[src/rtl/spi_port_pkg.sv]
`timescale 1ns/1ps
// Package: shared types and constants for the SPI master port.
// Assumes a 16-bit host data path and a 5-bit byte offset address.
package spi_port_pkg;

    localparam int DATA_W = 16;
    localparam int ADDR_W = 5;
    localparam int SIZE_W = 4;
    localparam int RATE_W = 8;
    localparam int PRE_W  = 8;

    localparam logic [ADDR_W-1:0] OFS_CTRL   = 5'h00;
    localparam logic [ADDR_W-1:0] OFS_CTRL2  = 5'h04;
    localparam logic [ADDR_W-1:0] OFS_DATA   = 5'h08;
    localparam logic [ADDR_W-1:0] OFS_STATUS = 5'h0C;
    localparam logic [ADDR_W-1:0] OFS_PRE    = 5'h10;

    localparam int ST_TX_EMPTY   = 0;
    localparam int ST_TX_ROOM    = 1;
    localparam int ST_RX_AVAIL   = 2;
    localparam int ST_RX_FULL    = 3;
    localparam int ST_BUSY       = 4;
    localparam int ST_W          = 5;

    localparam logic [1:0] FMT_SPI = 2'b00;
    localparam logic [SIZE_W-1:0] SIZE_MIN = 4'd3;

    // Control word layout: rate 15:8, phase 7, polarity 6, format 5:4, size 3:0.
    typedef struct packed {
        logic [RATE_W-1:0] rate;
        logic              phase;
        logic              polarity;
        logic [1:0]        fmt;
        logic [SIZE_W-1:0] size;
    } ctrl_word_t;

    typedef enum logic [1:0] {
        ENG_IDLE  = 2'd0,
        ENG_SHIFT = 2'd1,
        ENG_TAIL  = 2'd2,
        ENG_GAP   = 2'd3
    } eng_state_t;

endpackage

[src/rtl/spi_fifo.sv]
`timescale 1ns/1ps
// Module: spi_fifo
// A synchronous first-in first-out queue with a registered occupancy count.
// A push while full and a pop while empty are ignored. Push and pop may
// occur in the same cycle. The read port shows the oldest entry.
module spi_fifo #(
    parameter int WIDTH = 16,
    parameter int DEPTH = 8
) (
    input  logic             clk,
    input  logic             rst_n,
    input  logic             push,
    input  logic             pop,
    input  logic [WIDTH-1:0] wdata,
    output logic [WIDTH-1:0] rdata,
    output logic             full,
    output logic             empty
);
    localparam int PTR_W = (DEPTH > 1) ? $clog2(DEPTH) : 1;
    localparam int CNT_W = $clog2(DEPTH + 1);
    localparam logic [PTR_W-1:0] PTR_LAST = PTR_W'(DEPTH - 1);

    logic [WIDTH-1:0] mem [DEPTH];
    logic [PTR_W-1:0] wr_ptr, rd_ptr;
    logic [CNT_W-1:0] count;
    logic             do_push, do_pop;

    assign full    = (count == CNT_W'(DEPTH));
    assign empty   = (count == '0);
    assign do_push = push && !full;
    assign do_pop  = pop && !empty;
    assign rdata   = mem[rd_ptr];

    // Store an accepted word at the write pointer.
    always_ff @(posedge clk) begin
        if (do_push) begin
            mem[wr_ptr] <= wdata;
        end
    end

    // Advance the pointers and track the number of stored words.
    always_ff @(posedge clk) begin
        if (!rst_n) begin
            wr_ptr <= '0;
            rd_ptr <= '0;
            count  <= '0;
        end else begin
            if (do_push) begin
                wr_ptr <= (wr_ptr == PTR_LAST) ? '0 : wr_ptr + 1'b1;
            end
            if (do_pop) begin
                rd_ptr <= (rd_ptr == PTR_LAST) ? '0 : rd_ptr + 1'b1;
            end
            case ({do_push, do_pop})
                2'b10:   count <= count + 1'b1;
                2'b01:   count <= count - 1'b1;
                default: count <= count;
            endcase
        end
    end

endmodule

[src/rtl/spi_bitclk.sv]
`timescale 1ns/1ps
// Module: spi_bitclk
// Two-stage divider that emits a one-cycle tick every half bit period.
// The first stage counts half_div cycles, and the second stage counts rate+1
// first-stage wraps. Both stages are held at zero while run is low, so the
// first tick comes exactly one half period after run rises.
// Assumes half_div is at least 1.
module spi_bitclk #(
    parameter int HALF_W = 7,
    parameter int RATE_W = 8
) (
    input  logic              clk,
    input  logic              rst_n,
    input  logic              run,
    input  logic [HALF_W-1:0] half_div,
    input  logic [RATE_W-1:0] rate,
    output logic              tick
);
    logic [HALF_W-1:0] pre_cnt;
    logic [RATE_W-1:0] rate_cnt;
    logic              pre_wrap;

    assign pre_wrap = (pre_cnt == HALF_W'(half_div - 1'b1));
    assign tick     = run && pre_wrap && (rate_cnt == rate);

    // Run the prescale stage and the per-bit stage, and clear both when stopped.
    always_ff @(posedge clk) begin
        if (!rst_n || !run) begin
            pre_cnt  <= '0;
            rate_cnt <= '0;
        end else if (pre_wrap) begin
            pre_cnt  <= '0;
            rate_cnt <= (rate_cnt == rate) ? '0 : rate_cnt + 1'b1;
        end else begin
            pre_cnt <= pre_cnt + 1'b1;
        end
    end

endmodule

[src/rtl/spi_frame_engine.sv]
`timescale 1ns/1ps
// Module: spi_frame_engine
// Moves one word per frame between the queues and the serial pins.
// A frame opens by pulling the select line low and showing the first bit.
// It then makes 2N clock edges at half-period ticks, waits one more half
// period (tail), releases the select line, pushes the received word, and
// holds a gap of two half periods before it can start the next frame.
// Assumes the configuration inputs stay constant while busy is high.
// Polarity and phase are latched at the start of each frame.
module spi_frame_engine
    import spi_port_pkg::*;
#(
    parameter int DW = DATA_W,
    parameter int SW = SIZE_W
) (
    input  logic          clk,
    input  logic          rst_n,
    input  logic          cfg_polarity,
    input  logic          cfg_phase,
    input  logic [1:0]    cfg_fmt,
    input  logic [SW-1:0] cfg_size,
    input  logic          tx_avail,
    input  logic [DW-1:0] tx_word,
    input  logic          tick,
    input  logic          miso,
    output logic          tx_take,
    output logic          rx_put,
    output logic [DW-1:0] rx_word,
    output logic          sck,
    output logic          mosi,
    output logic          ssel_n,
    output logic          busy
);
    localparam int EDGE_W = SW + 2;

    eng_state_t         state;
    logic [SW-1:0]      len_q;
    logic               pol_q, pha_q;
    logic [EDGE_W-1:0]  edge_cnt, edge_nxt, edge_last;
    logic [DW-1:0]      tx_sr, rx_sr, tx_aligned;
    logic               clk_phase, mosi_q, ssel_q, gap_half;
    logic               cfg_ok, start, odd_edge, do_sample, do_drive;

    assign cfg_ok     = (cfg_fmt == FMT_SPI) && (cfg_size >= SIZE_MIN);
    assign start      = (state == ENG_IDLE) && tx_avail && cfg_ok;
    assign tx_aligned = tx_word << (SW'(DW - 1) - cfg_size);
    assign edge_last  = {1'b0, len_q, 1'b0} + EDGE_W'(2);
    assign edge_nxt   = edge_cnt + 1'b1;
    assign odd_edge   = edge_nxt[0];
    assign do_sample  = (odd_edge != pha_q);
    assign do_drive   = !do_sample &&
                        (pha_q ? (edge_nxt != EDGE_W'(1)) : (edge_nxt != edge_last));

    assign tx_take = start;
    assign rx_put  = (state == ENG_TAIL) && tick;
    assign rx_word = rx_sr;
    assign busy    = (state != ENG_IDLE);
    assign sck     = (state == ENG_IDLE) ? cfg_polarity : (pol_q ^ clk_phase);
    assign mosi    = mosi_q;
    assign ssel_n  = ssel_q;

    // Frame sequencer: start, edge generation, tail and inter-frame gap.
    always_ff @(posedge clk) begin
        if (!rst_n) begin
            state     <= ENG_IDLE;
            len_q     <= '0;
            pol_q     <= 1'b0;
            pha_q     <= 1'b0;
            edge_cnt  <= '0;
            tx_sr     <= '0;
            rx_sr     <= '0;
            clk_phase <= 1'b0;
            mosi_q    <= 1'b0;
            ssel_q    <= 1'b1;
            gap_half  <= 1'b0;
        end else begin
            case (state)
                ENG_IDLE: begin
                    if (start) begin
                        state     <= ENG_SHIFT;
                        len_q     <= cfg_size;
                        pol_q     <= cfg_polarity;
                        pha_q     <= cfg_phase;
                        edge_cnt  <= '0;
                        clk_phase <= 1'b0;
                        rx_sr     <= '0;
                        mosi_q    <= tx_aligned[DW-1];
                        tx_sr     <= tx_aligned << 1;
                        ssel_q    <= 1'b0;
                    end
                end
                ENG_SHIFT: begin
                    if (tick) begin
                        edge_cnt  <= edge_nxt;
                        clk_phase <= ~clk_phase;
                        if (do_sample) begin
                            rx_sr <= {rx_sr[DW-2:0], miso};
                        end
                        if (do_drive) begin
                            mosi_q <= tx_sr[DW-1];
                            tx_sr  <= tx_sr << 1;
                        end
                        if (edge_nxt == edge_last) begin
                            state <= ENG_TAIL;
                        end
                    end
                end
                ENG_TAIL: begin
                    if (tick) begin
                        state    <= ENG_GAP;
                        ssel_q   <= 1'b1;
                        mosi_q   <= 1'b0;
                        gap_half <= 1'b0;
                    end
                end
                default: begin
                    if (tick) begin
                        if (gap_half) begin
                            state <= ENG_IDLE;
                        end
                        gap_half <= 1'b1;
                    end
                end
            endcase
        end
    end

endmodule

[src/rtl/spi_master_port.sv]
`timescale 1ns/1ps
// Module: spi_master_port
// Top level of the SPI master serial port. It holds the control and prescale
// registers, decodes host accesses, and joins the two queues, the bit clock
// divider and the frame engine. Read data is combinational from registered
// state. A data read pops the receive queue at the closing clock edge.
// Assumes at most one host access per cycle.
module spi_master_port
    import spi_port_pkg::*;
#(
    parameter int FIFO_DEPTH = 8
) (
    input  logic              clk,
    input  logic              rst_n,
    input  logic              bus_sel,
    input  logic              bus_wr,
    input  logic [ADDR_W-1:0] bus_addr,
    input  logic [DATA_W-1:0] bus_wdata,
    output logic [DATA_W-1:0] bus_rdata,
    output logic              spi_sck,
    output logic              spi_mosi,
    input  logic              spi_miso,
    output logic              spi_ssel_n
);
    localparam int HALF_W = PRE_W - 1;

    ctrl_word_t        ctrl_q;
    logic [PRE_W-1:0]  pre_q, pre_in;
    logic              wr_ctrl, wr_pre, tx_push, rx_pop;
    logic [DATA_W-1:0] tx_head, rx_head, rx_word;
    logic              tx_full, tx_empty, rx_full, rx_empty;
    logic              tx_take, rx_put, tick, engine_busy;
    logic [ST_W-1:0]   status;

    assign wr_ctrl = bus_sel && bus_wr && (bus_addr == OFS_CTRL);
    assign wr_pre  = bus_sel && bus_wr && (bus_addr == OFS_PRE);
    assign tx_push = bus_sel && bus_wr && (bus_addr == OFS_DATA);
    assign rx_pop  = bus_sel && !bus_wr && (bus_addr == OFS_DATA);
    assign pre_in  = {bus_wdata[PRE_W-1:1], 1'b0};

    // Control and prescale registers with prescale normalisation.
    always_ff @(posedge clk) begin
        if (!rst_n) begin
            ctrl_q <= '0;
            pre_q  <= PRE_W'(2);
        end else begin
            if (wr_ctrl) begin
                ctrl_q <= ctrl_word_t'(bus_wdata);
            end
            if (wr_pre) begin
                pre_q <= (pre_in == '0) ? PRE_W'(2) : pre_in;
            end
        end
    end

    spi_fifo #(.WIDTH(DATA_W), .DEPTH(FIFO_DEPTH)) tx_q_i (
        .clk   (clk),
        .rst_n (rst_n),
        .push  (tx_push),
        .pop   (tx_take),
        .wdata (bus_wdata),
        .rdata (tx_head),
        .full  (tx_full),
        .empty (tx_empty)
    );

    spi_fifo #(.WIDTH(DATA_W), .DEPTH(FIFO_DEPTH)) rx_q_i (
        .clk   (clk),
        .rst_n (rst_n),
        .push  (rx_put),
        .pop   (rx_pop),
        .wdata (rx_word),
        .rdata (rx_head),
        .full  (rx_full),
        .empty (rx_empty)
    );

    spi_bitclk #(.HALF_W(HALF_W), .RATE_W(RATE_W)) bitclk_i (
        .clk      (clk),
        .rst_n    (rst_n),
        .run      (engine_busy),
        .half_div (pre_q[PRE_W-1:1]),
        .rate     (ctrl_q.rate),
        .tick     (tick)
    );

    spi_frame_engine #(.DW(DATA_W), .SW(SIZE_W)) engine_i (
        .clk          (clk),
        .rst_n        (rst_n),
        .cfg_polarity (ctrl_q.polarity),
        .cfg_phase    (ctrl_q.phase),
        .cfg_fmt      (ctrl_q.fmt),
        .cfg_size     (ctrl_q.size),
        .tx_avail     (!tx_empty),
        .tx_word      (tx_head),
        .tick         (tick),
        .miso         (spi_miso),
        .tx_take      (tx_take),
        .rx_put       (rx_put),
        .rx_word      (rx_word),
        .sck          (spi_sck),
        .mosi         (spi_mosi),
        .ssel_n       (spi_ssel_n),
        .busy         (engine_busy)
    );

    // Assemble the status word from queue flags and engine activity.
    always_comb begin
        status               = '0;
        status[ST_TX_EMPTY]  = tx_empty;
        status[ST_TX_ROOM]   = !tx_full;
        status[ST_RX_AVAIL]  = !rx_empty;
        status[ST_RX_FULL]   = rx_full;
        status[ST_BUSY]      = engine_busy || !tx_empty;
    end

    // Read multiplexer, which returns zero outside a read strobe.
    always_comb begin
        bus_rdata = '0;
        if (bus_sel && !bus_wr) begin
            case (bus_addr)
                OFS_CTRL:   bus_rdata = ctrl_q;
                OFS_DATA:   bus_rdata = rx_empty ? '0 : rx_head;
                OFS_STATUS: bus_rdata = DATA_W'(status);
                OFS_PRE:    bus_rdata = DATA_W'(pre_q);
                default:    bus_rdata = '0;
            endcase
        end
    end

endmodule

[config.mk]
export PLATFORM = sky130hd
export DESIGN_NAME = spi_master_port
export DESIGN_NICKNAME = d
export VERILOG_FILES = /design/src/rtl/spi_port_pkg.sv /design/src/rtl/spi_fifo.sv /design/src/rtl/spi_bitclk.sv /design/src/rtl/spi_frame_engine.sv /design/src/rtl/spi_master_port.sv
export SDC_FILE = /design/constraint.sdc
export NUM_CORES = 1
export LEC_CHECK = 0
export BUFFER_PORTS_ARGS = -buffer_cell sky130_fd_sc_hd__buf_2
export CAP_MARGIN = 20
export CORE_ASPECT_RATIO = 1.25
export CORE_MARGIN = 2
export CORE_UTILIZATION = 30
export CTS_BUF_LIST = sky130_fd_sc_hd__clkbuf_4 sky130_fd_sc_hd__clkbuf_8
export DETAILED_ROUTE_END_ITERATION = 8
export GPL_TIMING_DRIVEN = 0
export HOLD_SLACK_MARGIN = 0.12
export PLACE_DENSITY_LB_ADDON = 0.1
export SYNTH_ARGS = -nofsm -noshare
export SYNTH_HDL_FRONTEND = slang
export SYNTH_SLANG_ARGS = --single-unit
[constraint.sdc]
create_clock -name clk -period 4.1 [get_ports clk]
set_input_delay 0.82 -clock clk [delete_from_list [all_inputs] [get_ports clk]]
set_output_delay 0.82 -clock clk [all_outputs]
set_load 0.02 [all_outputs]
# Word-level counts from Yosys, hierarchy flattened

Memories as Yosys holds them, arrays and structs flattened. A register that Yosys moved wholly into a read port is not among the register bits.
Index checks and enable logic that the tools add are counted.

Register bits: 109
Bits in writable memories: 256
Input bits: 26
Output and inout port bits: 19
Word-level logic and storage cells: 174
Memories: 2

Memory list:

| name       | words | width | rd ports | clocked after memory_dff | wr ports | line           | source |
|---|---|---|---|---|---|---|---|
| rx_q_i.mem | 8     | 16    | 1        | 1                        | 1        | spi_fifo.sv:23 | `logic [WIDTH-1:0] mem [DEPTH];` |
| tx_q_i.mem | 8     | 16    | 1        | 1                        | 1        | spi_fifo.sv:23 |  |

$add $sub $neg: 14
Magnitude comparators: 1
Equality and inequality tests: 27
Shift-type cells: 1
Multiplexer cells: 50
Bitwise gates (word level): 3
Reductions and logical operators: 51

Operator list:

| kind                                                                     | number |
|---|---|
| 16-bit two-way mux                                                       | 8 |
| 16-bit one-hot mux with 2 select lines                                   | 2 |
| 16-bit one-hot mux with 4 select lines                                   | 1 |
| 3-bit two-way mux                                                        | 8 |
| 1-bit logical AND                                                        | 17 |
| 8-bit two-way mux                                                        | 2 |
| 4-bit one-hot mux with 2 select lines                                    | 2 |
| 16-bit by 4-bit << shifter with 16-bit output                            | 1 |
| 1-bit two-way mux                                                        | 13 |
| 3-bit by 1-bit adder with 3-bit output (second input constant)           | 4 |
| 3-bit == test (second input constant)                                    | 4 |
| 2-bit two-way mux                                                        | 6 |
| 6-bit two-way mux                                                        | 2 |
| 6-bit one-hot mux with 2 select lines                                    | 1 |
| 2-bit nonzero test                                                       | 6 |
| 5-bit by 4-bit == test with 1-bit output (second input constant)         | 2 |
| 2-bit by 1-bit inequality test with 1-bit output (second input constant) | 5 |
| 4-bit by 1-bit adder with 4-bit output (second input constant)           | 2 |
| 8-bit by 1-bit adder with 8-bit output (second input constant)           | 1 |
| 4-bit == test (second input constant)                                    | 2 |
| 8-bit == test                                                            | 1 |
| 1-bit logical NOT                                                        | 8 |
| 4-bit logical NOT                                                        | 2 |
| 8-bit logical NOT                                                        | 1 |
| other kinds (32)                                                         | 46 |

# Longest topological paths before layout

Gate-level depths: netlist of the first run.

Depth in word-level cells: 8
Depth in mapped cells: 16
Gate-level depth less buffers: 16

# Cells and area by module

Synthesis of the first run repeated with hierarchy kept, for this count alone.

Cells, all modules: 1,187
Area total of the unflattened synthesis: 16,622.2 µm²

By module, submodules not included:

| module           | instances | cells an instance | area each (µm²) | sequential area each (µm²) |
|---|---|---|---|---|
| spi_fifo         | 2         | 264               | 5,526.6         | 4,103.9 |
| spi_frame_engine | 1         | 359               | 3,080.5         | 980.9 |
| spi_master_port  | 1         | 178               | 1,448.9         | 460.4 |
| spi_bitclk       | 1         | 122               | 1,039.7         | 300.3 |

# Worst setup path before layout of the first run

Ideal clock, no wire load.

Kind: register -> register
Start point: reg pre_q[1]
End point: mem rx_q_i.mem[2][0] (enable)
Library setup time: 0.436 ns
Arrival time: 3.969 ns
Data required time: 3.664 ns
Slack: -0.305 ns
Cell stages (with the launch flop): 10
Path buffers: 0
Period minus slack after synthesis: 4.405 ns
Cell sequence: dfxtp_1 > inv_1 > ha_1 > o21ba_1 > a221oi_1 > o2111ai_2 > a2111o_1 > inv_1 > nand3_1 > nor4b_1

Word-level cells in the longest chain between the ends: 8

RTL lines:

| what                                        | line                   | source |
|---|---|---|
| start: declaration                          | spi_master_port.sv:28  | `logic [PRE_W-1:0] pre_q, pre_in;` |
| start signal: assignment                    | spi_master_port.sv:51  | `pre_q <= (pre_in == '0) ? PRE_W'(2) : pre_in;` |
| 7-bit by 1-bit subtractor with 7-bit output | spi_bitclk.sv:23       | `assign pre_wrap = (pre_cnt == HALF_W'(half_div - 1'b1));` |
| 7-bit == test                               | spi_bitclk.sv:23       |  |
| 1-bit logical AND (2 in a row)              | spi_bitclk.sv:24       | `assign tick = run && pre_wrap && (rate_cnt == rate);` |
| 1-bit logical AND                           | spi_frame_engine.sv:55 | `assign rx_put = (state == ENG_TAIL) && tick;` |
| 1-bit logical AND                           | spi_fifo.sv:30         | `assign do_push = push && !full;` |
| 1-bit two-way mux                           | spi_fifo.sv:36         | `if (do_push) begin` |
| 1-bit two-way mux (implied by the code)     | spi_fifo.sv:37         | `mem[wr_ptr] <= wdata;` |
| end: declaration                            | spi_fifo.sv:23         |  |

Every way passes these cells.

# Worst setup path in the final report of the first run

Start point: in bus_addr[4]
End point: out bus_rdata[13]

Word-level cells in the longest chain between the ends: 3
Elaborated cells between the ends (all ways): 6
Classes of those cells: eq/ne (3); mux (2); reduce/logical (1)

RTL lines:

| what                                       | line                   | source |
|---|---|---|
| start: declaration                         | spi_master_port.sv:17  | `input logic [ADDR_W-1:0] bus_addr,` |
| 5-bit == test (tied with other cells)      | spi_master_port.sv:121 | `case (bus_addr)` |
| 16-bit one-hot mux with 4 select lines (*) | spi_master_port.sv:121 |  |
| 16-bit two-way mux (*)                     | spi_master_port.sv:120 | `if (bus_sel && !bus_wr) begin` |
| end: declaration                           | spi_master_port.sv:19  | `output logic [DATA_W-1:0] bus_rdata,` |

Every way passes the cells marked *; elsewhere a longest branch is shown, timed or not.

==> run summary, run 1 <==
Internal: 5910 µW
number of global-route vias before repair: 10.7k
PwrDens: 401 mW/mm²
asr flop ratio synth: 0
post-synthesis xor/xnor area fraction: 0.0254
Die Area: 0.0551 mm²
synth unique cells: 75
mux contribution to synthesized area: 0.140
switching part of the total power: 0.219
layout cells sized above 1: 0.240
#FFs+latches synth: 369
WP data arrival: 3.10 ns
Clock Tree Root: clkbuf_8
Synth top area share: 0.482
initial antenna violation count: 3
Setup Skew: 0.0319 ns
R2R Path End: rx_q_i.count[2]
Yosys Warn Count: 0
Die W: 210 µm
Post-Synthesis Net Count: 1209
CTS tree: yes
Antenna Nets Post-Route: 0
routed wire length: 45.7 mm
Post-synth top cells: edfxtp_1, dfxtp_1, nor2_1, nand2_1, a21oi_1
Power Total: 7560 µW
Crit. End Element: primary output
Post-synth EDFFs: 256
top-count cell post-synth: edfxtp_1
Hold Fails Final Rpt: 0
Starting Density: 0.304
RD Place Congestion: 0.789
worst hold start: engine_i.mosi
CP max FO: 10
Hold WC Path Type: reg2reg
largest net degree at the start of global routing: 12
fin crit period: 3.92 ns
leading area contributor after synthesis: edfxtp_1
Fmax: 0.255 GHz
clock latency on the worst-skew pair: 0.64 ns
actual slew at the worst max-slew pin: 1.07 ns
Rows: 94
All-Layer GR Usage: 0.170
final net count: 1354
Clock transition at path regs: 0.06 ns
H-tree depth: 3
fin cells: 2029
area grow syn2layout: 18.3%
mean post-synth cell area: 13.8 µm²
Final Util: 0.359
Synth Area in Simple Gates: 0.0909
Rel. slew slack: 0.279
Worst setup SP type: primary input
Max Transition Viols Final: 0
R2R Setup Slk: 0.26 ns
WP data required: 3.28 ns
Worst Setup Path Type: in2out
Tcrit/Tclk final: 0.956
Peak VDD IR: 0.209 mV
register area share after synthesis: 0.623
adder-cell share of the synthesized area: 0.0185
CTS sink cnt: 369
Core Region: 0.0526 mm²
global-route wire length before repair: 68.6 mm
Setup Viol. Count Final: 0
Pleak: 0.00611 µW
mapped cell area: 0.0160 mm²
HPWL Detailed: 32.4 mm
Worst Hold Path EP: engine_i.mosi
routed vias: 10.2k
r2r startpoint: pre_q[2]
Flop pwr share: 0.524
main combinational cell family by area after synthesis: multiplexers
largest cells by area after synthesis: edfxtp_1, dfxtp_1, mux4_2
total grt overflow: 0
chip height: 262 µm
compound-gate portion of the synthesized area: 0.0795
Cell Count Post-Placement: 1904
Top FF cell, synth: edfxtp_1
max_cap viols: 0
# DRC: 0
CTS Buffer Depth: 3
IO Pins: 45
Port Buffers: 44
status: finished, final reports clean
cell count after synthesis: 1160
drt pass-1 iters: 5
combinational power share: 0.013
hold path depth: 2
R2R depth: 15
wire per inst: 22.5 µm
Vias per Instance: 5.02
Net Switching: 1660 µW
drt first-iter violations: 613
Clock power frac: 0.463
TritonCTS buffer count: 66
-- kinds of logic after synthesis --
family	after synthesis
mux	137
xor+xnor	43
compound gates	192
flops	369
fa+ha+maj	23
buf+inv	85
simple gates	311
-- flip-flops by register name, summed over array words and instances (netlist names), 4 cells and up, named ones only --
| name | count |
|---|---|
| pre_q | 7 |
| engine_i.rx_word | 16 |
| bitclk_i.rate_cnt | 8 |
| rx_q_i.mem | 128 |
| rx_q_i.count | 4 |
| tx_q_i.count | 4 |
| engine_i.edge_cnt | 6 |
| tx_q_i.mem | 128 |
| engine_i.len_q | 4 |
| bitclk_i.pre_cnt | 7 |
| ctrl_q | 16 |
| engine_i.tx_sr | 15 |
-- placed cells by master, fill, tap and decap left out, types with 22 or more instances in the layout --
| cell | n |
|---|---|
| nand2_1 | 100 |
| clkbuf_8 | 72 |
| a21oi_1 | 71 |
| xor2_1 | 25 |
| mux2_2 | 34 |
| mux2i_1 | 37 |
| nor2_1 | 100 |
| mux4_2 | 66 |
| dfxtp_1 | 112 |
| a22oi_1 | 29 |
| edfxtp_1 | 256 |
| buf_2 | 52 |
| clkbuf_1 | 46 |
| buf_6 | 22 |
-- final cells by class --
cell class	instances	area, µm²
Antenna cell	1	2.50
Buffer	68	292
Clock buffer	91	1130
Clock inverter	28	196
Fill cell	5150	33700
Inverter	17	63.8
Multi-Input combinational cell	706	5790
Sequential cell	369	9950
Tap cell	672	841
Timing Repair Buffer	77	617
-- per-layer routing --
metal / part of all wire / global-route usage / vias up
met1: 0.42 / 0.201 / 5157
li1: - / - / 4739
met5: 0.00068 / 0 / -
met3: 0.039 / 0.0286 / 64
met2: 0.52 / 0.311 / 223
met4: 0.020 / 0.0587 / 4
-- through the flow --
step | TNS, ns | setup WS, ns | cell area (µm²) | hold WS [ns]
floorplan | 0 | 0.110 | 16000 | 0.437
global placement | -362.96 | -1.92 | 17000 | 0.457
detailed placement | -7.41 | -0.355 | 17500 | 0.468
CTS | 0 | 0.00855 | 18900 | 0.431
global route | -0.00803 | -0.00803 | 18900 | 0.464
finish | 0 | 0.182 | 18900 | 0.469
-- worst max-delay path by stage --
stage                      from           endpoint
floorplan           bus_addr[4]   tx_q_i.mem[2][0]
global placement       pre_q[1]  rx_q_i.mem[5][11]
detailed placement     pre_q[1]    rx_q_i.count[2]
CTS                   flip-flop      bus_rdata[15]
global route           pre_q[2]    rx_q_i.count[2]
finish              bus_addr[4]      bus_rdata[13]
-- critical path, stage by stage --
cell	delay (ns)
buf_2	0.14
or4b_1	0.62
nor3_1	0.46
clkbuf_1	0.51
a22oi_1	0.23
nor2_1	0.14
buf_2	0.17
-- power by group through the flow --
stage | Clock, µW | Sequential, µW | Combinational (µW)
after floorplan | 0 | 4040 | 35.7
after global placement | 0 | 4040 | 104
after detailed placement | 0 | 4040 | 105
after CTS | 3630 | 3960 | 105
after global routing | 3790 | 3960 | 112
final | 3500 | 3960 | 102
-- repair_timing --
item / in CTS / in global routing
endpoints found under the hold margin: 0 / 0
hold buffers: 0 / 0
buffers inserted: 4 / 1
pin swaps: 2 / 2
setup endpoints to repair: 63 / 7
gates resized for setup: 10 / 5
Power figures use the tool's default switching activity.
==> run 2: changes to the inputs <==
--- a/config.mk
+++ b/config.mk
@@ -16,4 +16,5 @@
 export HOLD_SLACK_MARGIN = 0.12
 export PLACE_DENSITY_LB_ADDON = 0.1
+export SLEW_MARGIN = 30
 export SYNTH_ARGS = -nofsm -noshare
 export SYNTH_HDL_FRONTEND = slang
==> constraint.sdc (replaced) <==
create_clock -name clk -period 4.1 [get_ports clk]
set_input_delay 0.615 -clock clk [delete_from_list [all_inputs] [get_ports clk]]
set_output_delay 0.615 -clock clk [all_outputs]
set_load 0.02 [all_outputs]
==> run 2 against run 1 <==
Net effect: die area unchanged; worst hold slack got worse by 0.19 ns; fmax increased by 3.9%.
==> run summary, run 2 (synthesis results as in run 1) <==
Power Total: 7610 µW
RD Place Congestion: 0.789
TritonCTS buffer count: 67
All-Layer GR Usage: 0.170
WP data arrival: 3.15 ns
CTS tree: yes
PwrDens: 404 mW/mm²
Antenna Nets Post-Route: 0
routed wire length: 45.7 mm
Clock transition at path regs: 0.05 ns
largest net degree at the start of global routing: 12
HPWL Detailed: 32.7 mm
Worst Hold Path EP: engine_i.rx_word[0]
final setup margin: 0.331 ns
Fmax: 0.265 GHz
actual slew at the worst max-slew pin: 0.880 ns
H-tree depth: 3
Worst setup SP type: primary input
R2R depth: 15
Core Region: 0.0526 mm²
Rows: 94
layout cells sized above 1: 0.249
CP max FO: 10
r2r startpoint: pre_q[2]
global-route wire length before repair: 68.4 mm
Peak VDD IR: 0.222 mV
slowest CP cell: or4b_1
met2 wire len: 23.6 mm
Setup Viol. Count Final: 0
initial antenna violation count: 3
CTS sink cnt: 369
Max Transition Viols Final: 0
IO Pins: 45
worst hold start: spi_miso
total grt overflow: 0
Hold Buf Count CTS: 0
Rel. slew slack: 0.412
Starting Density: 0.304
Cell Count Post-Placement: 1909
Vias per Instance: 5.00
CTS Buffer Depth: 3
final net count: 1356
commonest non-fill, non-tap cell in the layout: edfxtp_1
hold path depth: 3
Hold Fails Final Rpt: 0
Die Area: 0.0551 mm²
Setup Skew: 0.0489 ns
worst path bufs/invs: 3
clock latency on the worst-skew pair: 0.64 ns
number of global-route vias before repair: 10.6k
Tcrit/Tclk final: 0.919
cell family with most CP delay: simple AND/OR/NAND/NOR gates
# DRC: 0
Pleak: 0.00613 µW
fin cells: 2031
DR top layer: met5
Worst Setup Path Type: in2out
fin crit period: 3.77 ns
drt first-iter violations: 698
most used cell, CP: buf_2
post-route cell area: 0.0188 mm²
Clock Tree Root: clkbuf_8
Port Buffers: 44
wire per inst: 22.5 µm
placed cell area: 0.0175 mm²
RSZ-0062 raised after global routing: no
max_cap viols: 0
dpl ws: -0.371 ns
WP data required: 3.48 ns
most frequent cells in the layout: edfxtp_1, dfxtp_1, nor2_1
worst-path cell chain: buf_2 > or4b_1 > nor3_2 > clkbuf_1 > a22oi_1 > nor2_1 > buf_2
Metal-1 WL: 19.2 mm
setup TNS: 0 ns
R2R Path End: rx_q_i.count[2]
Hold WC Path Type: in2reg
Die W: 210 µm
area grow syn2layout: 18.1%
Crit. End Element: primary output
chip height: 262 µm
Worst path max stage delay: 0.63 ns
status: finished, final reports clean
R2R Setup Slk: 0.33 ns
drt pass-1 iters: 5
leading registers by flop count: rx_q_i.mem: 128 flops, tx_q_i.mem: 128 flops
routed vias: 10.2k
met3 wire len: 1.81 mm
==> run 2: cell count changes in the layout (fill, tap and decap cells not counted), sizes merged <==
cell and delta:
clkbuf +7, clkinv -6, buf +2, clkinvlp -1
==> run 2: tightest hold or removal path: cells and delay by family <==
| kind | cells | cell delay, ns |
|---|---|---|
| AO/OA/AOI/OAI | 1 | 0.07 |
| buffers and inverters | 1 | 0.09 |
| AND/OR/NAND/NOR | 1 | 0.09 |
==> run 2: worst max path at each step <==
stage / slack, ns / startpoint / end / cells after the start
2_1_floorplan: 0.26 / pre_q[1] / rx_q_i.mem[3][0] / 9
3_3_place_gp: -1.92 / pre_q[1] / rx_q_i.mem[5][11] / 9
3_5_place_dp: -0.37 / pre_q[1] / rx_q_i.count[2] / 15
4_1_cts: 0.02 / pre_q[1] / rx_q_i.count[2] / 15
5_1_grt: 0.09 / pre_q[2] / rx_q_i.count[2] / 15
6_report: 0.33 / bus_addr[4] / bus_rdata[14] / 7
==> run 2: what timing repair did <==
item | CTS | global route
setup endpoints to repair | 44 | 1
setup buffers | 1 | 0
resized for setup | 1 | 3
pin swaps | 1 | 0
==> run 2: metal layers <==
layer | vias to the layer above | GRT usage
met5 | - | 0
met2 | 199 | 0.308
li1 | 4752 | -
met1 | 5135 | 0.200
met4 | 4 | 0.0605
met3 | 64 | 0.0320
==> run 2: cell type report <==
type	instances	area (µm²)
tap	672	841
clock inverter	21	168
inverter	17	63.8
clock buffer	99	1190
sequential	369	9950
multi-input combinational	706	5820
buffer	68	290
fill	5148	33700
antenna	1	2.50
timing repair buffer	78	517
==> run 2: per-stage QoR <==
step                       util  hold WS [ns]
after floorplan               -         0.437
after global placement    0.324         0.457
after detailed placement  0.332         0.463
after CTS                 0.358         0.228
after global routing      0.358         0.261
final                     0.358         0.279
==> run 2: power by group <==
group	internal, µW	total [µW]	switching, µW	leakage (µW)
combinational	23.1	104	80.8	0.00220
clock	1990	3550	1560	0.000724
sequential	3960	3960	1.86	0.00321
==> run 3: changes to the inputs <==
- PLACE_DENSITY: not set -> 0.48
- PLACE_DENSITY_LB_ADDON: 0.1 -> not set
==> run 3 against run 2 <==
Net effect: power fell by 0.25%; sequential cell count did not move; utilization barely moved; clock skew fell by 0.018 ns; sequential share of layout area barely moved; worst hold slack improved by 0.0057 ns; critical path depth rose by 8; global-route usage fell by 0.64 points; final cell count did not move; highest routed layer is now met4.
==> run summary, run 3 (synthesis results as in run 1) <==
setup TNS: 0 ns
routed vias: 10.4k
commonest non-fill, non-tap cell in the layout: edfxtp_1
Core Region: 0.0526 mm²
CP max FO: 7
Pleak: 0.00613 µW
HPWL Detailed: 31.2 mm
Worst path max stage delay: 0.42 ns
area grow syn2layout: 18.1%
total grt overflow: 0
PwrDens: 403 mW/mm²
fillers: 5094
Cell Count Post-Placement: 1910
Worst setup SP type: flip-flop
CTS sink cnt: 369
most used cell, CP: ha_1
leading registers by flop count: rx_q_i.mem: 128 flops, tx_q_i.mem: 128 flops
Setup Viol. Count Final: 0
global-route wire length before repair: 67.2 mm
Hold WC Path Type: in2reg
Die W: 210 µm
RSZ-0062 raised after global routing: no
drt first-iter violations: 613
Peak VDD IR: 0.265 mV
Worst Setup Path Type: reg2reg
TritonCTS buffer count: 66
Port Buffers: 44
routed wire length: 44.0 mm
Setup Skew: 0.0310 ns
Antenna Nets Post-Route: 0
initial antenna violation count: 1
largest net degree at the start of global routing: 12
Max Transition Viols Final: 0
Rel. slew slack: 0.346
Clock transition at path regs: 0.06 ns
All-Layer GR Usage: 0.163
Fmax: 0.264 GHz
actual slew at the worst max-slew pin: 0.973 ns
clock latency on the worst-skew pair: 0.62 ns
Clock Tree Root: clkbuf_8
Vias per Instance: 5.11
status: finished, final reports clean
worst-path cell chain: inv_1 > ha_1 > o21ba_1 > a221oi_1 > o2111ai_2 > a2111o_1 > inv_1 > nand3_2 > ha_1 > xor2_1 > ha_1 > a21oi_1 > xor2_1 > or3_1 > a21oi_1
final net count: 1356
WP data arrival: 4.32 ns
Rows: 94
fin crit period: 3.78 ns
Starting Density: 0.304
chip height: 262 µm
Hold Fails Final Rpt: 0
wire per inst: 21.7 µm
Crit. End Element: flip-flop
Tcrit/Tclk final: 0.923
Final Util: 0.359
fin cells: 2031
Die Area: 0.0551 mm²
CTS tree: yes
# DRC: 0
CTS Buffer Depth: 3
RD Place Congestion: 0.796
most frequent cells in the layout: edfxtp_1, dfxtp_1, nor2_1
WP data required: 4.63 ns
drt pass-1 iters: 5
slowest CP cell: dfxtp_2
layout cells sized above 1: 0.244
max_cap viols: 0
IO Pins: 45
number of global-route vias before repair: 10.8k
H-tree depth: 3
==> run 3: changes by cell type in the layout (fill, tap and decap cells not counted), sizes merged <==
cell	previous run	this run
clkbuf	145	150
inv	16	15
clkinv	18	14
bufinv	2	1
buf	100	101
==> run 3: critical path: cells and delay by family (launching register included) <==
family,cells,cell delay [ns]
buffers and inverters,2,0.16
DFF,1,0.42
and+or+nand+nor,2,0.55
xor gates and xnor gates,2,0.25
adders and majority gates,3,0.82
AOI/OAI and AO/OA,6,1.49
==> run 3: what timing repair did <==
action | 4_1_cts | 5_1_grt
endpoints found under the hold margin | 0 | 0
gates resized for setup | 1 | 2
hold buffers | 0 | 0
setup buffers | 0 | 1
pin swaps | 1 | 1
endpoints found under the setup margin | 14 | 18
==> run 3: final cells by class <==
| type | instances | area (µm²) | area share |
|---|---|---|---|
| inverter | 17 | 63.8 | 0.00339 |
| buffer | 68 | 290 | 0.0154 |
| clock inverter | 15 | 92.6 | 0.00491 |
| sequential | 369 | 9950 | 0.528 |
| tap | 672 | 841 | 0.0446 |
| antenna | 1 | 2.50 | 0.000133 |
| clock buffer | 104 | 1260 | 0.0670 |
| multi-input combinational | 706 | 5810 | 0.308 |
| timing repair buffer | 79 | 541 | 0.0287 |
==> run 3: where the power goes <==
group	total, µW	switching, µW	internal [µW]
Clock	3530	1520	2010
Sequential	3960	1.83	3960
Combinational	102	79.5	22.9
==> run 3: worst paths after layout <==
path	start	end	slack [ns]	cells past startpoint
setup / recovery	pre_q[1]	rx_q_i.count[2]	0.32	15
hold / removal	spi_miso	engine_i.rx_word[0]	0.28	3
setup reg to reg	pre_q[1]	rx_q_i.count[2]	0.32	15
hold reg to reg	engine_i.mosi	engine_i.mosi	0.47	2
==> run 3: metrics by stage <==
step	cell area, µm²	power [µW]	hold slack [ns]	setup WS [ns]
final	18900	7590	0.284	0.317
after detailed placement	17500	4140	0.464	-0.235
after global placement	17000	4140	0.455	-1.75
after CTS	18800	7690	0.246	0.00981
after global routing	18800	7860	0.279	0.0918
after floorplan	16000	4070	0.437	0.257
==> run 3: routing by layer <==
metal | vias up | GRT usage | share of wire
met5 | - | 0 | 0
met4 | 0 | 0.0678 | 0.032
met3 | 82 | 0.0317 | 0.047
met2 | 269 | 0.283 | 0.50
met1 | 5281 | 0.199 | 0.43
li1 | 4750 | - | -
